## src/rtl/lic_eoi_pkg.sv

```systemverilog
package lic_eoi_pkg;

    // Retirement sequencer states
    typedef enum logic [0:0] {
        ST_IDLE   = 1'b0,
        ST_RETIRE = 1'b1
    } eoi_state_e;

    // Control register field positions (software visible)
    localparam int SPUR_EN_BIT  = 8;
    localparam int SPUR_DIR_BIT = 12;
    localparam logic [31:0] SPUR_RESET = 32'h0000_00FF;

endpackage

```

## src/rtl/lic_prio_find.sv

```systemverilog
// Highest-set-bit search, split into per-word searches and a word selector.
module lic_prio_find #(
    parameter int NUM_VEC = 256,
    parameter int WORD_W  = 32,
    localparam int VW  = $clog2(NUM_VEC),
    localparam int WW  = $clog2(WORD_W),
    localparam int NW  = NUM_VEC / WORD_W,
    localparam int NWW = VW - WW
) (
    input  logic [NUM_VEC-1:0] bits_in,
    output logic               any_set,
    output logic [VW-1:0]      top_idx
);

    logic [NW-1:0]    word_any;
    logic [NW*WW-1:0] word_idx_flat;
    logic [NWW-1:0]   word_sel;
    logic [WW-1:0]    bit_sel;

    for (genvar g = 0; g < NW; g++) begin : g_word
        logic [WW-1:0] loc_idx;
        always_comb begin
            loc_idx = '0;
            for (int b = 0; b < WORD_W; b++) begin
                if (bits_in[g*WORD_W + b]) loc_idx = WW'(b);
            end
        end
        assign word_any[g] = |bits_in[g*WORD_W +: WORD_W];
        assign word_idx_flat[g*WW +: WW] = loc_idx;
    end

    always_comb begin
        word_sel = '0;
        for (int w = 0; w < NW; w++) begin
            if (word_any[w]) word_sel = NWW'(w);
        end
        bit_sel = word_idx_flat[word_sel*WW +: WW];
    end

    assign any_set = |word_any;
    assign top_idx = {word_sel, bit_sel};

endmodule

```

## src/rtl/lic_vec_store.sv

```systemverilog
// In-service and trigger-mode vector sets. A set in the same cycle wins over a clear.
module lic_vec_store #(
    parameter int NUM_VEC = 256,
    localparam int VW = $clog2(NUM_VEC)
) (
    input  logic               clk,
    input  logic               rst_n,
    input  logic               set_en,
    input  logic [VW-1:0]      set_vec,
    input  logic               set_level,
    input  logic               clr_en,
    input  logic [VW-1:0]      clr_vec,
    output logic [NUM_VEC-1:0] isr_bits,
    output logic [NUM_VEC-1:0] tmr_bits
);

    always_ff @(posedge clk) begin
        if (!rst_n) begin
            isr_bits <= '0;
            tmr_bits <= '0;
        end else begin
            if (clr_en) isr_bits[clr_vec] <= 1'b0;
            if (set_en) begin
                isr_bits[set_vec] <= 1'b1;
                tmr_bits[set_vec] <= set_level;
            end
        end
    end

endmodule

```

## src/rtl/lic_eoi_fsm.sv

```systemverilog
// Retirement sequencer: accepts the strobe and drives the router notification.
module lic_eoi_fsm
    import lic_eoi_pkg::*;
#(
    parameter int VW = 8
) (
    input  logic          clk,
    input  logic          rst_n,
    input  logic          eoi_wr,
    input  logic          isr_any,
    input  logic [VW-1:0] top_vec,
    input  logic          top_level,
    input  logic          dir_mode,
    output logic          clr_en,
    output logic [VW-1:0] clr_vec,
    output logic          bcast_valid,
    output logic [VW-1:0] bcast_vec
);

    eoi_state_e state_q, state_d;
    logic       accept;
    logic       notify_q;
    logic [VW-1:0] vec_q;

    assign accept  = eoi_wr && isr_any;
    assign clr_en  = accept;
    assign clr_vec = top_vec;

    always_comb begin
        state_d = state_q;
        unique case (state_q)
            ST_IDLE:   state_d = accept ? ST_RETIRE : ST_IDLE;
            ST_RETIRE: state_d = accept ? ST_RETIRE : ST_IDLE;
            default:   state_d = ST_IDLE;
        endcase
    end

    // state register
    always_ff @(posedge clk) begin
        if (!rst_n) state_q <= ST_IDLE;
        else        state_q <= state_d;
    end

    // output register
    always_ff @(posedge clk) begin
        if (!rst_n) begin
            notify_q <= 1'b0;
            vec_q    <= '0;
        end else if (accept) begin
            notify_q <= top_level && !dir_mode;
            vec_q    <= top_vec;
        end else begin
            notify_q <= 1'b0;
        end
    end

    assign bcast_valid = (state_q == ST_RETIRE) && notify_q;
    assign bcast_vec   = vec_q;

endmodule

```

## src/rtl/lic_eoi_unit.sv

```systemverilog
module lic_eoi_unit
    import lic_eoi_pkg::*;
#(
    parameter int NUM_VEC = 256,
    parameter int WORD_W  = 32,
    localparam int VW = $clog2(NUM_VEC)
) (
    input  logic          clk,
    input  logic          rst_n,
    input  logic          isr_set_valid,
    input  logic [VW-1:0] isr_set_vec,
    input  logic          isr_set_level,
    input  logic          spur_wr,
    input  logic [31:0]   spur_wdata,
    input  logic          eoi_wr,
    output logic          bcast_valid,
    output logic [VW-1:0] bcast_vec,
    output logic          cpu_irq,
    output logic [VW-1:0] cpu_top_vec
);

    logic [31:0]        spur_q;
    logic [NUM_VEC-1:0] isr_bits;
    logic [NUM_VEC-1:0] tmr_bits;
    logic               isr_any;
    logic [VW-1:0]      top_vec;
    logic               clr_en;
    logic [VW-1:0]      clr_vec;
    logic               spur_unused;

    always_ff @(posedge clk) begin
        if (!rst_n)       spur_q <= SPUR_RESET;
        else if (spur_wr) spur_q <= spur_wdata;
    end

    assign spur_unused = ^{spur_q[31:13], spur_q[11:9], spur_q[7:0]};

    lic_vec_store #(.NUM_VEC(NUM_VEC)) u_store (
        .clk       (clk),
        .rst_n     (rst_n),
        .set_en    (isr_set_valid),
        .set_vec   (isr_set_vec),
        .set_level (isr_set_level),
        .clr_en    (clr_en),
        .clr_vec   (clr_vec),
        .isr_bits  (isr_bits),
        .tmr_bits  (tmr_bits)
    );

    lic_prio_find #(.NUM_VEC(NUM_VEC), .WORD_W(WORD_W)) u_find (
        .bits_in (isr_bits),
        .any_set (isr_any),
        .top_idx (top_vec)
    );

    lic_eoi_fsm #(.VW(VW)) u_fsm (
        .clk         (clk),
        .rst_n       (rst_n),
        .eoi_wr      (eoi_wr),
        .isr_any     (isr_any),
        .top_vec     (top_vec),
        .top_level   (tmr_bits[top_vec]),
        .dir_mode    (spur_q[SPUR_DIR_BIT]),
        .clr_en      (clr_en),
        .clr_vec     (clr_vec),
        .bcast_valid (bcast_valid),
        .bcast_vec   (bcast_vec)
    );

    assign cpu_irq     = spur_q[SPUR_EN_BIT] && isr_any;
    assign cpu_top_vec = top_vec;

endmodule

```

## config.mk

```make
export PLATFORM = sky130hd
export DESIGN_NAME = lic_eoi_unit
export DESIGN_NICKNAME = d
export VERILOG_FILES = /design/src/rtl/lic_eoi_pkg.sv /design/src/rtl/lic_prio_find.sv /design/src/rtl/lic_vec_store.sv /design/src/rtl/lic_eoi_fsm.sv /design/src/rtl/lic_eoi_unit.sv
export SDC_FILE = /design/constraint.sdc
export NUM_CORES = 2
export LEC_CHECK = 0
export ABC_AREA = 1
export ABC_CLOCK_PERIOD_IN_PS = 3600
export CORE_MARGIN = 2
export CORE_UTILIZATION = 40
export CTS_CLUSTER_DIAMETER = 40
export DETAILED_ROUTE_END_ITERATION = 7
export GPL_TIMING_DRIVEN = 0
export PLACE_DENSITY = 0.53
export SYNTH_ARGS = -nofsm -noshare
export SYNTH_HDL_FRONTEND = slang
export SYNTH_HIERARCHICAL = 1
export SYNTH_SLANG_ARGS = --single-unit
```

## constraint.sdc

```tcl
create_clock -name clk -period 3.6 [get_ports clk]
set_input_delay 0.72 -clock clk [delete_from_list [all_inputs] [get_ports clk]]
set_output_delay 0.72 -clock clk [all_outputs]
set_load 0.01 [all_outputs]
```

==> results.md <==
- Status: complete, but fails checks
- Failing checks: max-capacitance violations, max-slew violations, negative setup slack
- Cell with the most instances after synthesis: nand2_1
- Crit Path Class: flip-flop to flip-flop
- CP dominant cell by count: nand2_1
- Critical path arrival: roughly 4.8 ns
- CP max stage cell: dfxtp_1
- Inserted Clock Buffers: roughly 100
- VDD IR max: ~0.47 mV
- Fin crit period: approximately 4.2 ns
- Sequential area share after synthesis: 38.4%
- Worst Tran Pin Value: about 1.6 ns
- Die height: around 270 um
- Crit end category: flip-flop
- Critical Path RT: 4.15 ns
- Crit-path max FO: 10
- Sink Count: between 500 and 600
- Max cap viols: 1
- Fin. Hold Viols: 0
- Worst Skew: around 0.024 ns
- Post-synth top cells: 1546 x nand2_1, 761 x nor2_1, 524 x dfxtp_1
- Setup TNS Final: -63.72 ns
- Worst-Skew Late Latency: ~0.65 ns
- Drt total wl: 136000 um
- Post-route ant nets: 0
- Yosys reg bits: about 520
- Post-synth top area share: between 30% and 40%
- Worst-path clk slew: 0.05 ns
- Post-route DRC: 0
- First-pass GRT wire length: 190000 um
- Post-synthesis net count: between 4000 and 5000
- Top FF cell, synth: dfxtp_1
- Fillers: a little under 7000
- Largest net degree at the start of global routing: 14
- DR iter-0 viols: 3832
- Final setup vio count: between 200 and 300
- Share of layout cells above drive strength 1: about 15%
- Setup ws final: -0.628 ns
- Library cells used by synthesis: slightly above 40
- Drt via density: roughly 5.5
- CTS Buffer Depth: 3
- DP HPWL: approximately 96000 um
- Crit path launch type: flip-flop
- Relative slew slack: -7.38%
- Synth top area cells: dfxtp_1 38%, nand2_1 21%, nor2_1 10%
- Root buffer cell: clkbuf_16
- Number of global-route vias before repair: about 28000
- GRT Util Overall: between 30% and 40%
- Post-synthesis average cell area: slightly above 6 um2
- Final Cycle Share: 117%
- Synth area leader: dfxtp_1
- Global route overflow: 0
- Full die area: slightly above 70000 um2
- Inserted Diodes: 0
- Die width: ~270 um
- Final Max Slew Viols: 7
- Post-CTS Hold Fix Bufs: 0
- Nets@finish: approximately 4800
- FF-to-FF setup slack: -0.63 ns
- Row count: between 90 and 100
- Pwr Density: 623 nW/um2
- Mapped cell area: roughly 27000 um2
- Routed via count: around 31000
- CTS tree: yes
- Synth Instances: roughly 4500
- Async set or reset register ratio after synthesis: 0%
- Antenna violations before repair: 1
- Fmax: 0.237 GHz
- Post-synth EDFFs: 0
- PortBufs: 33
- Static leakage: ~14 nW
- Area grow syn2layout: 29.7%
- First-pass DRT Iterations: 5
- I/O Pins: 64
- Synth warn: 6
- Path type of the worst min-delay path: flip-flop to flip-flop
- RSZ-0062 raised after global routing: true
- Starting Density: 40.5%
- CP max stage delay: between 0.3 and 0.4 ns
- RePlAce Congestion: between 0.9 and 1
- Post-Place Worst Slack: -2.06 ns
- H-tree Lvls: 3
- Routed len/inst: about 24 um
- Core area: between 60000 and 70000 um2
## layout make-up
cell class,instances,area (um2),share of cell area [%]
timing repair buffer,136,1490,4.19
sequential,524,10500,29.7
clock inverter,46,569,1.61
clock buffer,137,2890,8.14
tap,873,1090,3.08
buffer,260,2160,6.11
multi-input combinational,3340,15200,43.0
inverter,385,1500,4.23
## critical path, delay by kind of cell, from the launching register on
family | cells | cell delay (ns)
simple gates | 24 | 2.50
compound gates | 1 | 0.21
flops | 1 | 0.34
buf+inv | 6 | 1.02
## kinds of logic (layout without fill, tap and decap cells)
group,after synthesis,count (layout),share of synthesized area (%)
simple gates,2835,2835,41.9
flops,524,524,38.4
compound gates,505,505,9.63
buf+inv,645,964,10.0
## cells in the final DEF (no fill, tap or decap), types with 24 or more instances in the layout
master           count
buf_6               30
clkdlybuf4s50_1     25
o21ai_0             50
clkbuf_1           111
dfxtp_1            505
inv_1              356
buf_2               51
a21oi_1            355
nor2_2              34
nor2_4              40
nor2_1             708
nand3_1            441
clkbuf_16          123
buf_4               77
nand2_2             36
a21oi_2             32
o21ai_1             24
clkbuf_8            33
nand2_1           1496
buf_12              36
nand3_2             26
## flip-flops by register name (all words and copies together), names as in the netlist
name              cells
u_fsm/state_q         1
spur_q                2
u_fsm/notify_q        1
u_store/tmr_bits    256
u_store/isr_bits    256
u_fsm/bcast_vec       8
## stage by stage
step | area, um2 | instances | total power, mW | util [%] | hold slack, ns
floorplan | 27300 | 4509 | 8.44 | - | 0.439
global placement | 28700 | 5415 | 10.5 | 42.7 | 0.450
detailed placement | 28700 | 5415 | 10.4 | 42.7 | 0.454
CTS | 34100 | 5661 | 21.0 | 50.6 | 0.460
global route | 35400 | 5701 | 22.5 | 52.6 | 0.473
finish | 35400 | 5701 | 22.1 | 52.6 | 0.459
## timing repair
item,CTS,global route
endpoints found under the setup margin,267,268
setup buffers,59,30
pin swaps,54,57
cloned,4,10
resized for setup,386,272
## path summary, 6_finish.rpt
kind,startpoint,to,depth (start not counted)
max,u_store/isr_bits[43]$_SDFF_PN0_,u_fsm/notify_q$_SDFF_PN0_,31
min,u_store/isr_bits[96]$_SDFF_PN0_,u_store/isr_bits[96]$_SDFF_PN0_,2
max reg2reg,u_store/isr_bits[43]$_SDFF_PN0_,u_fsm/notify_q$_SDFF_PN0_,31
min reg2reg,u_store/isr_bits[96]$_SDFF_PN0_,u_store/isr_bits[96]$_SDFF_PN0_,2
## routing by layer
metal | global-route usage, % | up-vias | share of wire [%]
li1 | - | 14700 | -
met1 | 51.0 | 14500 | 42
met5 | 0 | - | 0
met2 | 55.5 | 1689 | 42
met3 | 7.48 | 418 | 10
met4 | 18.8 | 0 | 5.8
## where the power goes
| part | total, mW | internal [mW] | switching [mW] |
|---|---|---|---|
| clock | 9.66 | 6.30 | 3.35 |
| sequential | 5.86 | 5.84 | 0.0187 |
| combinational | 6.53 | 2.30 | 4.23 |
Note: power is estimated with default switching activity, not from simulation.
